## config.mk

```make
export PLATFORM = sky130hd
export DESIGN_NAME = collatz_sieve
export DESIGN_NICKNAME = d
export VERILOG_FILES = /design/src/rtl/cs_pkg.sv /design/src/rtl/cs_walker.sv /design/src/rtl/cs_sieve_ram.sv /design/src/rtl/collatz_sieve.sv
export SDC_FILE = /design/constraint.sdc
export NUM_CORES = 2
export LEC_CHECK = 0
export ABC_AREA = 1
export BUFFER_PORTS_ARGS = -buffer_cell sky130_fd_sc_hd__buf_2
export CORE_ASPECT_RATIO = 1.75
export CORE_MARGIN = 4
export CORE_UTILIZATION = 57
export DETAILED_ROUTE_END_ITERATION = 8
export PLACE_DENSITY_LB_ADDON = 0.08
export SETUP_SLACK_MARGIN = 0.2
export SLEW_MARGIN = 10
export SYNTH_ARGS = -nofsm -noshare
export SYNTH_HDL_FRONTEND = slang
export SYNTH_HIERARCHICAL = 1
export SYNTH_SLANG_ARGS = --single-unit
export TNS_END_PERCENT = 30
```

## constraint.sdc

```tcl
create_clock -name clk -period 177.8 [get_ports clk]
set_input_delay 35.56 -clock clk [delete_from_list [all_inputs] [get_ports clk]]
set_output_delay 35.56 -clock clk [all_outputs]
set_load 0.005 [all_outputs]
```

## src/rtl/cs_pkg.sv

```systemverilog
// Shared types and helpers for the Collatz candidate sieve.
// Assumes numbers are at most 128 bits wide.
package cs_pkg;

    // Side information travelling with a number through the pipeline
    typedef struct packed {
        logic       vld;   // slot holds a number
        logic       last;  // final odd number of the range
        logic [1:0] m3;    // residue of the number modulo 3
    } tag_t;

    // Residue modulo 3 of a wide value: 2^i mod 3 is 1 for even i, 2 for odd i
    function automatic logic [1:0] mod3_of(input logic [127:0] v);
        logic [2:0] r;
        r = 3'd0;
        for (int i = 0; i < 128; i++) begin
            if (v[i]) begin
                r = r + (i[0] ? 3'd2 : 3'd1);
                if (r >= 3'd3) r = r - 3'd3;
            end
        end
        return r[1:0];
    endfunction

    // Residue after adding k (k in 0..2) to a value with residue m
    function automatic logic [1:0] mod3_add(input logic [1:0] m, input logic [1:0] k);
        logic [2:0] s;
        s = {1'b0, m} + {1'b0, k};
        if (s >= 3'd3) s = s - 3'd3;
        return s[1:0];
    endfunction

endpackage

```

## src/rtl/cs_walker.sv

```systemverilog
// Range walker: steps through the odd numbers of [base, base+len) in order.
// Keeps the residue mod 3 incrementally (+2 per step) after a one-time
// reduction of the base. Assumes base+len does not wrap past 2^NUM_W.
module cs_walker #(
    parameter int NUM_W = 64,
    parameter int LEN_W = 35
) (
    input  logic             clk,
    input  logic             rst_n,
    input  logic             start,        // accepted go
    input  logic [NUM_W-1:0] base,
    input  logic [LEN_W-1:0] len,
    input  logic             adv,          // pipeline advances this edge
    output cs_pkg::tag_t     tag,          // current slot information
    output logic [NUM_W-1:0] num,          // current odd number
    output logic             start_empty,  // accepted range holds no odd number
    output logic             active
);
    logic [LEN_W-1:0] remain;
    logic [LEN_W:0]   n_odd;
    logic [1:0]       base_m3;
    logic [1:0]       m3;

    // Count of odd numbers in the range and residue of the first one
    always_comb begin
        n_odd   = base[0] ? (({1'b0, len} + 1'b1) >> 1) : ({1'b0, len} >> 1);
        base_m3 = cs_pkg::mod3_of(128'(base));
    end

    assign start_empty = start && (n_odd == '0);

    // Walk state: load on start, step by two on each advance
    always_ff @(posedge clk) begin
        if (!rst_n) begin
            active <= 1'b0;
            remain <= '0;
            num    <= '0;
            m3     <= 2'd0;
        end else if (start) begin
            active <= (n_odd != '0);
            remain <= n_odd[LEN_W-1:0];
            num    <= base | NUM_W'(1);
            m3     <= base[0] ? base_m3 : cs_pkg::mod3_add(base_m3, 2'd1);
        end else if (active && adv) begin
            active <= (remain != LEN_W'(1));
            remain <= remain - 1'b1;
            num    <= num + NUM_W'(2);
            m3     <= cs_pkg::mod3_add(m3, 2'd2);
        end
    end

    assign tag = '{vld: active, last: (remain == LEN_W'(1)), m3: m3};

endmodule

```

## src/rtl/cs_sieve_ram.sv

```systemverilog
// Sieve table: one bit per odd residue, synchronous write and enabled
// synchronous read. Assumes it is not written while a range is walked.
module cs_sieve_ram #(
    parameter int ADDR_W = 9
) (
    input  logic              clk,
    input  logic              we,
    input  logic [ADDR_W-1:0] waddr,
    input  logic              wdata,
    input  logic              re,
    input  logic [ADDR_W-1:0] raddr,
    output logic              rdata
);
    localparam int DEPTH = 1 << ADDR_W;

    logic [DEPTH-1:0] bits_q;

    // Table write port
    always_ff @(posedge clk) begin
        if (we) bits_q[waddr] <= wdata;
    end

    // Read port, held when the pipeline is frozen
    always_ff @(posedge clk) begin
        if (re) rdata <= bits_q[raddr];
    end

endmodule

```

## src/rtl/collatz_sieve.sv

```systemverilog
// Collatz candidate sieve: walks a range, drops even numbers, numbers
// congruent to 2 mod 3 and numbers flagged by the sieve table, and hands
// the rest out through valid/ready, followed by one end-of-range pulse.
// Assumes SIEVE_K >= 2, NUM_W <= 128 and no table writes during a range.
module collatz_sieve #(
    parameter int NUM_W   = 64,
    parameter int LEN_W   = 35,
    parameter int SIEVE_K = 10
) (
    input  logic               clk,
    input  logic               rst_n,
    input  logic               go,
    input  logic [NUM_W-1:0]   cfg_base,
    input  logic [LEN_W-1:0]   cfg_len,
    input  logic               tbl_we,
    input  logic [SIEVE_K-2:0] tbl_addr,
    input  logic               tbl_din,
    output logic               cand_valid,
    input  logic               cand_ready,
    output logic [NUM_W-1:0]   cand_num,
    output logic               done
);
    localparam int ADDR_W = SIEVE_K - 1;

    cs_pkg::tag_t     wk_tag;
    logic [NUM_W-1:0] wk_num;
    logic             wk_active;
    logic             start_empty;
    cs_pkg::tag_t     s1_tag;
    logic [NUM_W-1:0] s1_num;
    logic             drop_bit;
    logic             last_pend;
    logic             busy;
    logic             start;
    logic             adv;
    logic             keep;

    // Idle detection, go acceptance and pipeline advance
    always_comb begin
        busy  = wk_active || s1_tag.vld || cand_valid || last_pend || done;
        start = go && !busy;
        adv   = !cand_valid || cand_ready;
        keep  = s1_tag.vld && (s1_tag.m3 != 2'd2) && !drop_bit;
    end

    cs_walker #(.NUM_W(NUM_W), .LEN_W(LEN_W)) u_walk (
        .clk         (clk),
        .rst_n       (rst_n),
        .start       (start),
        .base        (cfg_base),
        .len         (cfg_len),
        .adv         (adv),
        .tag         (wk_tag),
        .num         (wk_num),
        .start_empty (start_empty),
        .active      (wk_active)
    );

    cs_sieve_ram #(.ADDR_W(ADDR_W)) u_tbl (
        .clk   (clk),
        .we    (tbl_we),
        .waddr (tbl_addr),
        .wdata (tbl_din),
        .re    (adv),
        .raddr (wk_num[SIEVE_K-1:1]),
        .rdata (drop_bit)
    );

    // Lookup stage: number and tag aligned with the table read
    always_ff @(posedge clk) begin
        if (!rst_n) begin
            s1_tag <= '0;
            s1_num <= '0;
        end else if (adv) begin
            s1_tag <= wk_tag;
            s1_num <= wk_num;
        end
    end

    // Output slot: loads survivors, holds while the consumer stalls
    always_ff @(posedge clk) begin
        if (!rst_n) begin
            cand_valid <= 1'b0;
            cand_num   <= '0;
        end else if (adv) begin
            cand_valid <= keep;
            cand_num   <= s1_num;
        end
    end

    // End-of-range tracking: pulse once the final slot has drained
    always_ff @(posedge clk) begin
        if (!rst_n) begin
            last_pend <= 1'b0;
            done      <= 1'b0;
        end else begin
            done <= last_pend && adv;
            if (start_empty || (adv && s1_tag.vld && s1_tag.last))
                last_pend <= 1'b1;
            else if (last_pend && adv)
                last_pend <= 1'b0;
        end
    end

endmodule

```

**Word-level counts from Yosys, hierarchy flattened**

Index checks and enable logic that the tools add are counted.

- Flip-flop bits (word level): 750
- Bits of input ports: 114
- Logic and storage cells: 386

- Add/subtract/negate cells: 133
- Order comparisons: 68
- Equality and inequality tests: 3
- Mux-type cells: 146
- Reduce and logical (&&, ||, !) cells: 22

Operator list:

| cell | number |
|---|---|
| bitwise mux 512 bit | 1 |
| two-way mux 3 bit | 124 |
| >= comparator 3 x 2 -> 1 bit (second input constant) | 65 |
| subtractor 3 x 2 -> 3 bit (second input constant) | 62 |
| two-way mux 64 bit | 2 |
| two-way mux 35 bit | 3 |
| adder 3 x 2 -> 3 bit (second input constant) | 32 |
| adder 3 x 1 -> 3 bit (second input constant) | 31 |
| adder 64 x 2 -> 64 bit (second input constant) | 1 |
| adder 35 x 1 -> 36 bit (second input constant) | 1 |
| zero test 36 bit | 1 |
| nonzero test 36 bit | 1 |
| equality test 35 x 1 -> 1 bit (second input constant) | 1 |
| != test 35 x 1 -> 1 bit (second input constant) | 1 |
| subtractor 35 x 1 -> 35 bit (second input constant) | 1 |
| < comparator 9 x 10 -> 1 bit (second input constant) | 2 |
| two-way mux 2 bit | 7 |
| binary-select mux 1 bit (select 9 bit) | 1 |
| demux 1 bit (select 9 bit) | 1 |
| >= comparator 9 x 1 -> 1 bit (second input constant) | 1 |
| logical AND 1 bit | 9 |
| two-way mux 1 bit | 7 |
| logical OR 1 bit | 6 |
| subtractor 2 bit (second input constant) | 3 |
| 5 further kinds | 8 |

**Depth between registers and ports, before layout**

- Depth after elaboration: 258
- Depth in mapped cells: 563

**Hierarchy**

Netlist, hierarchy kept.

Modules (own cells, without submodules):

| module | instances | cells an instance | area each (µm²) | seq. area each (µm²) |
|---|---|---|---|---|
| cs_sieve_ram | 1 | 2353 | 23251.0 | 15404.8 |
| cs_walker | 1 | 2691 | 15755.1 | 2042.0 |
| collatz_sieve | 1 | 595 | 4704.5 | 2702.6 |

**Worst setup path after synthesis**

No wires, ideal clock.

- Path kind: in2reg
- Start point: in cfg_base[0]
- End point: reg u_walk.m3[0]
- Library setup time: 119 ps
- Arrival: 94112 ps
- Required time: 177681 ps
- Setup slack: 83569 ps
- Cell stages on the path: 558
- Cells stage by stage: inv_1 ha_1 inv_1 o21ai_0 inv_1 ha_1 inv_1 ha_1 nor2_1 nand2_2 inv_1 nand2_1 o211ai_1 o21ai_0 ha_1 inv_1 nand3_1 nand2_1 [522 not listed] nand2_1 inv_1 ha_1 inv_1 nand3_2 a21oi_1 a2bb2oi_1 ha_1 nor2_1 nand2_1 nand2_1 nand3_1 and2_1 ha_1 nor2_1 nor2_1 nand2_1 a21oi_1

- Word-level cells in the longest chain between the ends: 258
- Elaborated cells on any way between the ends: 322
- Classes of those cells: add/sub (128); order compare (64); mux (130)

RTL lines:

| item | line | source |
|---|---|---|
| start, declared | collatz_sieve.sv:13 | `input logic [NUM_W-1:0] cfg_base,` |
| two-way mux 1 bit | cs_pkg.sv:17 | `if (v[i]) begin` |
| adder 3 x 2 -> 3 bit | cs_pkg.sv:18 | `r = r + (i[0] ? 3'd2 : 3'd1);` |
| subtractor 3 x 2 -> 3 bit or >= comparator 3 x 2 -> 1 bit (tied branches) | cs_pkg.sv:19 | `if (r >= 3'd3) r = r - 3'd3;` |
| two-way mux 3 bit | cs_pkg.sv:19 |  |
| two-way mux 3 bit | cs_pkg.sv:17 |  |
| adder 3 x 1 -> 3 bit | cs_pkg.sv:18 |  |
| subtractor 3 x 2 -> 3 bit or >= comparator 3 x 2 -> 1 bit (tied branches) | cs_pkg.sv:19 |  |
| two-way mux 3 bit | cs_pkg.sv:19 |  |
| [242 not listed] | - |  |
| >= comparator 3 x 2 -> 1 bit or subtractor 2 bit (tied branches) | cs_pkg.sv:19 |  |
| two-way mux 2 bit | cs_pkg.sv:19 |  |
| two-way mux 2 bit | cs_pkg.sv:17 |  |
| adder 2 x 1 -> 3 bit | cs_pkg.sv:28 | `s = {1'b0, m} + {1'b0, k};` |
| >= comparator 3 x 2 -> 1 bit or subtractor 2 bit (tied branches) | cs_pkg.sv:29 | `if (s >= 3'd3) s = s - 3'd3;` |
| two-way mux 2 bit | cs_pkg.sv:29 |  |
| two-way mux 2 bit (*) | cs_walker.sv:43 | `m3 <= base[0] ? base_m3 : cs_pkg::mod3_add(base_m3, 2'd1);` |
| two-way mux 2 bit (*) | cs_walker.sv:39 | `end else if (start) begin` |
| end signal, assigned | cs_walker.sv:43 |  |
| end signal, assigned | cs_walker.sv:48 | `m3 <= cs_pkg::mod3_add(m3, 2'd2);` |
| end, declared | cs_walker.sv:22 | `logic [1:0] m3;` |

Every way passes the cells marked *; elsewhere a longest branch is shown, timed or not.
A chain may end at the register's enable or synchronous reset.

**Final worst setup path**

Ends and elaborated chain as after synthesis.

==> results.ini <==
[floorplan]
start_util_pct=57.42
io_pins=180
die_h_um=374.3
chipWidth_um=217.3
rows=134
dieArea_mm2=0.08135
design.core.area_mm2=0.07612

[sta]
post-route-period-util_pct=57.01
rsz0062_at_grt=false
fin_skew_ns=0.02565
final_max_slew_viol_count=0
hold_viol=0
tightestPinTransition_ns=1.249
setup_viol=0
layout_min_cycle_time_ns=101.37
fin_setup_tns_ns=0
max_freq_mhz=9.865
slew_headroom_pct=16.43

[clocking]
cts_max_level=3
postCtsHoldBufs=0
cts_resized=0
clk_pin_slew_worst_paths_ns=0.06
cts_tree=built
cts_sinks=750
post_cts_buffers=0
clk_latency_ns=0.65
cts_buffers=71
clk_path_buf_depth=3
cts-root-buf=clkbuf_16

[synth]
ys_seq_elements=750
avgSynthCellArea_um2=7.751
synth_compound_area_share_pct=5.184
synth_top_family_by_area=simple AND/OR/NAND/NOR gates
synth_nets=5945
synthFlopType=edfxtp_1
yosysSeqAreaShare_pct=46.10
netlist.top_cell.by_area=edfxtp_1
yosys_warnings=6
synth-edff-count=513
synth_top_area_share_pct=35.24
ys_top_cells_by_area=edfxtp_1, nand2_1, dfxtp_1
syn_area_mm2=0.04371
synthSimpleGateAreaFrac_pct=32.84
synth.mux.area_fraction_pct=0.02290
synth_xor_area_share_pct=2.525
postSynthCellCount=5639
synth.distinct_cells=57
synth-async-reset-ratio_pct=0
yosys.area_share.adder_pct=5.496

[run]
drv_cap=0

[layout]
drive_gt1_share_pct=8.408
final_net_count=5960
n_fill_cell=7106
final_area_mm2=0.04714
syn2layout_area_growth_pct=7.849

[place]
gp_congestion=0.8992
placed_cell_area_mm2=0.04483
portBuffers=179
post-dp-hpwl_um=76330

[setup_path]
critPathRequiredTime_ns=178.31
critPathMaxFanout=13
arrival_ns=101.88
startpoint_type=input pin
worst-path-buf-inv=99
path_delay_family=adder cells
slowest_delay_ns=0.31
path_class=input pin to flop
cp_common_cell=ha_1
cp_slowest_cell=ha_1
endpoint_kind=flop

[grt]
top_usage_layer=met2
first_global_vias=36409
antenna_found_initial=11
grtUsageMet3_pct=4.144
grt_overflow_total=0
grt_util_met1_pct=32.32
grtUsageTotal_pct=29.10
met2_usage_pct=53.78
grt_pass1_wl_um=189500
grt_max_degree=193

[routing]
drc=0
dr.pass1.iters=5
wirelength_um=122300
drt_iter0_markers=3406
viasPerCell=5.680
vias=38267
post_drt_wl_per_cell_um=18.16
ant_nets=0

[hold_path]
hp-class=flop to flop

[run_status]
status=complete, no violations

==> kinds of logic after synthesis <==
| kind of cell | Yosys count |
|---|---|
| mux | 1 |
| fa+ha+maj | 192 |
| buf+inv | 800 |
| compound gates | 401 |
| simple gates | 3369 |
| xor+xnor | 126 |
| flops | 750 |
==> cell usage after synthesis, types with 6 or more instances <==
master,n
buf_2,67
a211oi_1,30
o211ai_1,10
ha_1,192
nor2_2,24
xor2_1,108
o21ai_0,206
or2_1,24
nor3_1,56
edfxtp_1,513
a31oi_1,56
nand2_2,90
nor4_1,40
clkinv_1,26
buf_1,25
nand2_1,1374
buf_6,38
a21oi_1,66
buf_4,11
nor2_1,959
nand4_1,85
dfxtp_1,237
o21ai_1,6
nand3b_1,10
xnor2_1,18
inv_2,11
clkbuf_1,131
nand3_1,688
inv_1,485
==> path summary, 6_finish.rpt <==
check	from	endpoint	slack, ns	depth (start not counted)
setup / recovery	cfg_base[0]	u_walk/m3[0]	76.43	557
hold / removal	last_pend	done	0.46	2
setup reg to reg	u_walk/num[3]	u_walk/num[56]	172.00	24
hold reg to reg	last_pend	done	0.46	2
==> cell type report <==
type	instances	area, µm²	share of cell area [%]
Antenna cell	8	20.02	0.04247
Clock buffer	93	1953	4.143
Timing Repair Buffer	218	1226	2.601
Tap cell	1020	1276	2.707
Inverter	524	1981	4.201
Multi-Input combinational cell	4089	20190	42.83
Clock inverter	35	334.1	0.7087
Sequential cell	750	20160	42.76
==> worst register-to-register path, delay by kind of cell, from the launching register on <==
kind | cells | cell delay (ns)
AND/OR/NAND/NOR | 18 | 4.12
flip-flops | 1 | 1.06
AO/OA/AOI/OAI | 3 | 0.29
buffers and inverters | 3 | 0.19
==> cells in the final DEF, fill, tap and decap left out, types with 14 or more instances in the layout <==
cell | synthesis | layout
nor3_1 | 56 | 55
nor4_1 | 40 | 40
a21oi_1 | 66 | 66
clkbuf_16 | 0 | 73
inv_1 | 485 | 484
nand4_1 | 85 | 85
or2_1 | 24 | 24
nand2_1 | 1374 | 1360
nand2_2 | 90 | 104
buf_2 | 67 | 177
xor2_1 | 108 | 108
buf_4 | 11 | 38
clkinv_1 | 26 | 41
xnor2_1 | 18 | 18
dfxtp_1 | 237 | 233
nor2_2 | 24 | 24
a31oi_1 | 56 | 56
a211oi_1 | 30 | 30
nor2_1 | 959 | 957
edfxtp_1 | 513 | 513
clkbuf_1 | 131 | 14
o21ai_0 | 206 | 206
ha_1 | 192 | 192
nand3_1 | 688 | 688
==> state kept, by name (all words and copies together) (netlist names) <==
name,count
u_walk/remain,35
cand_num,64
s1_num,64
cand_valid,1
u_walk/num,64
u_tbl/bits_q,512
u_tbl/rdata,1
u_walk/m3,2
last_pend,1
u_walk/active,1
done,1
s1_tag,4
==> routing by layer <==
layer	part of all wire (%)	routed length (µm)
met1	37	45380
met2	52	63510
met3	6.2	7557
met4	4.8	5852
met5	0.029	35
==> through the flow <==
stage / hold WS [ns] / util [%] / setup slack, ns / std cells
2_1_floorplan: 0.4294 / - / 83.57 / 5639
3_3_place_gp: 0.4475 / 58.90 / 79.53 / 6601
3_5_place_dp: 0.4573 / 58.90 / 76.45 / 6601
4_1_cts: 0.4653 / 61.91 / 76.90 / 6729
5_1_grt: 0.4843 / 61.92 / 68.17 / 6733
6_report: 0.4614 / 61.93 / 76.43 / 6737
Power is left out: the tool's default activity adds up to more than one toggle a clock period on the data nets, which glitch-free logic cannot reach.
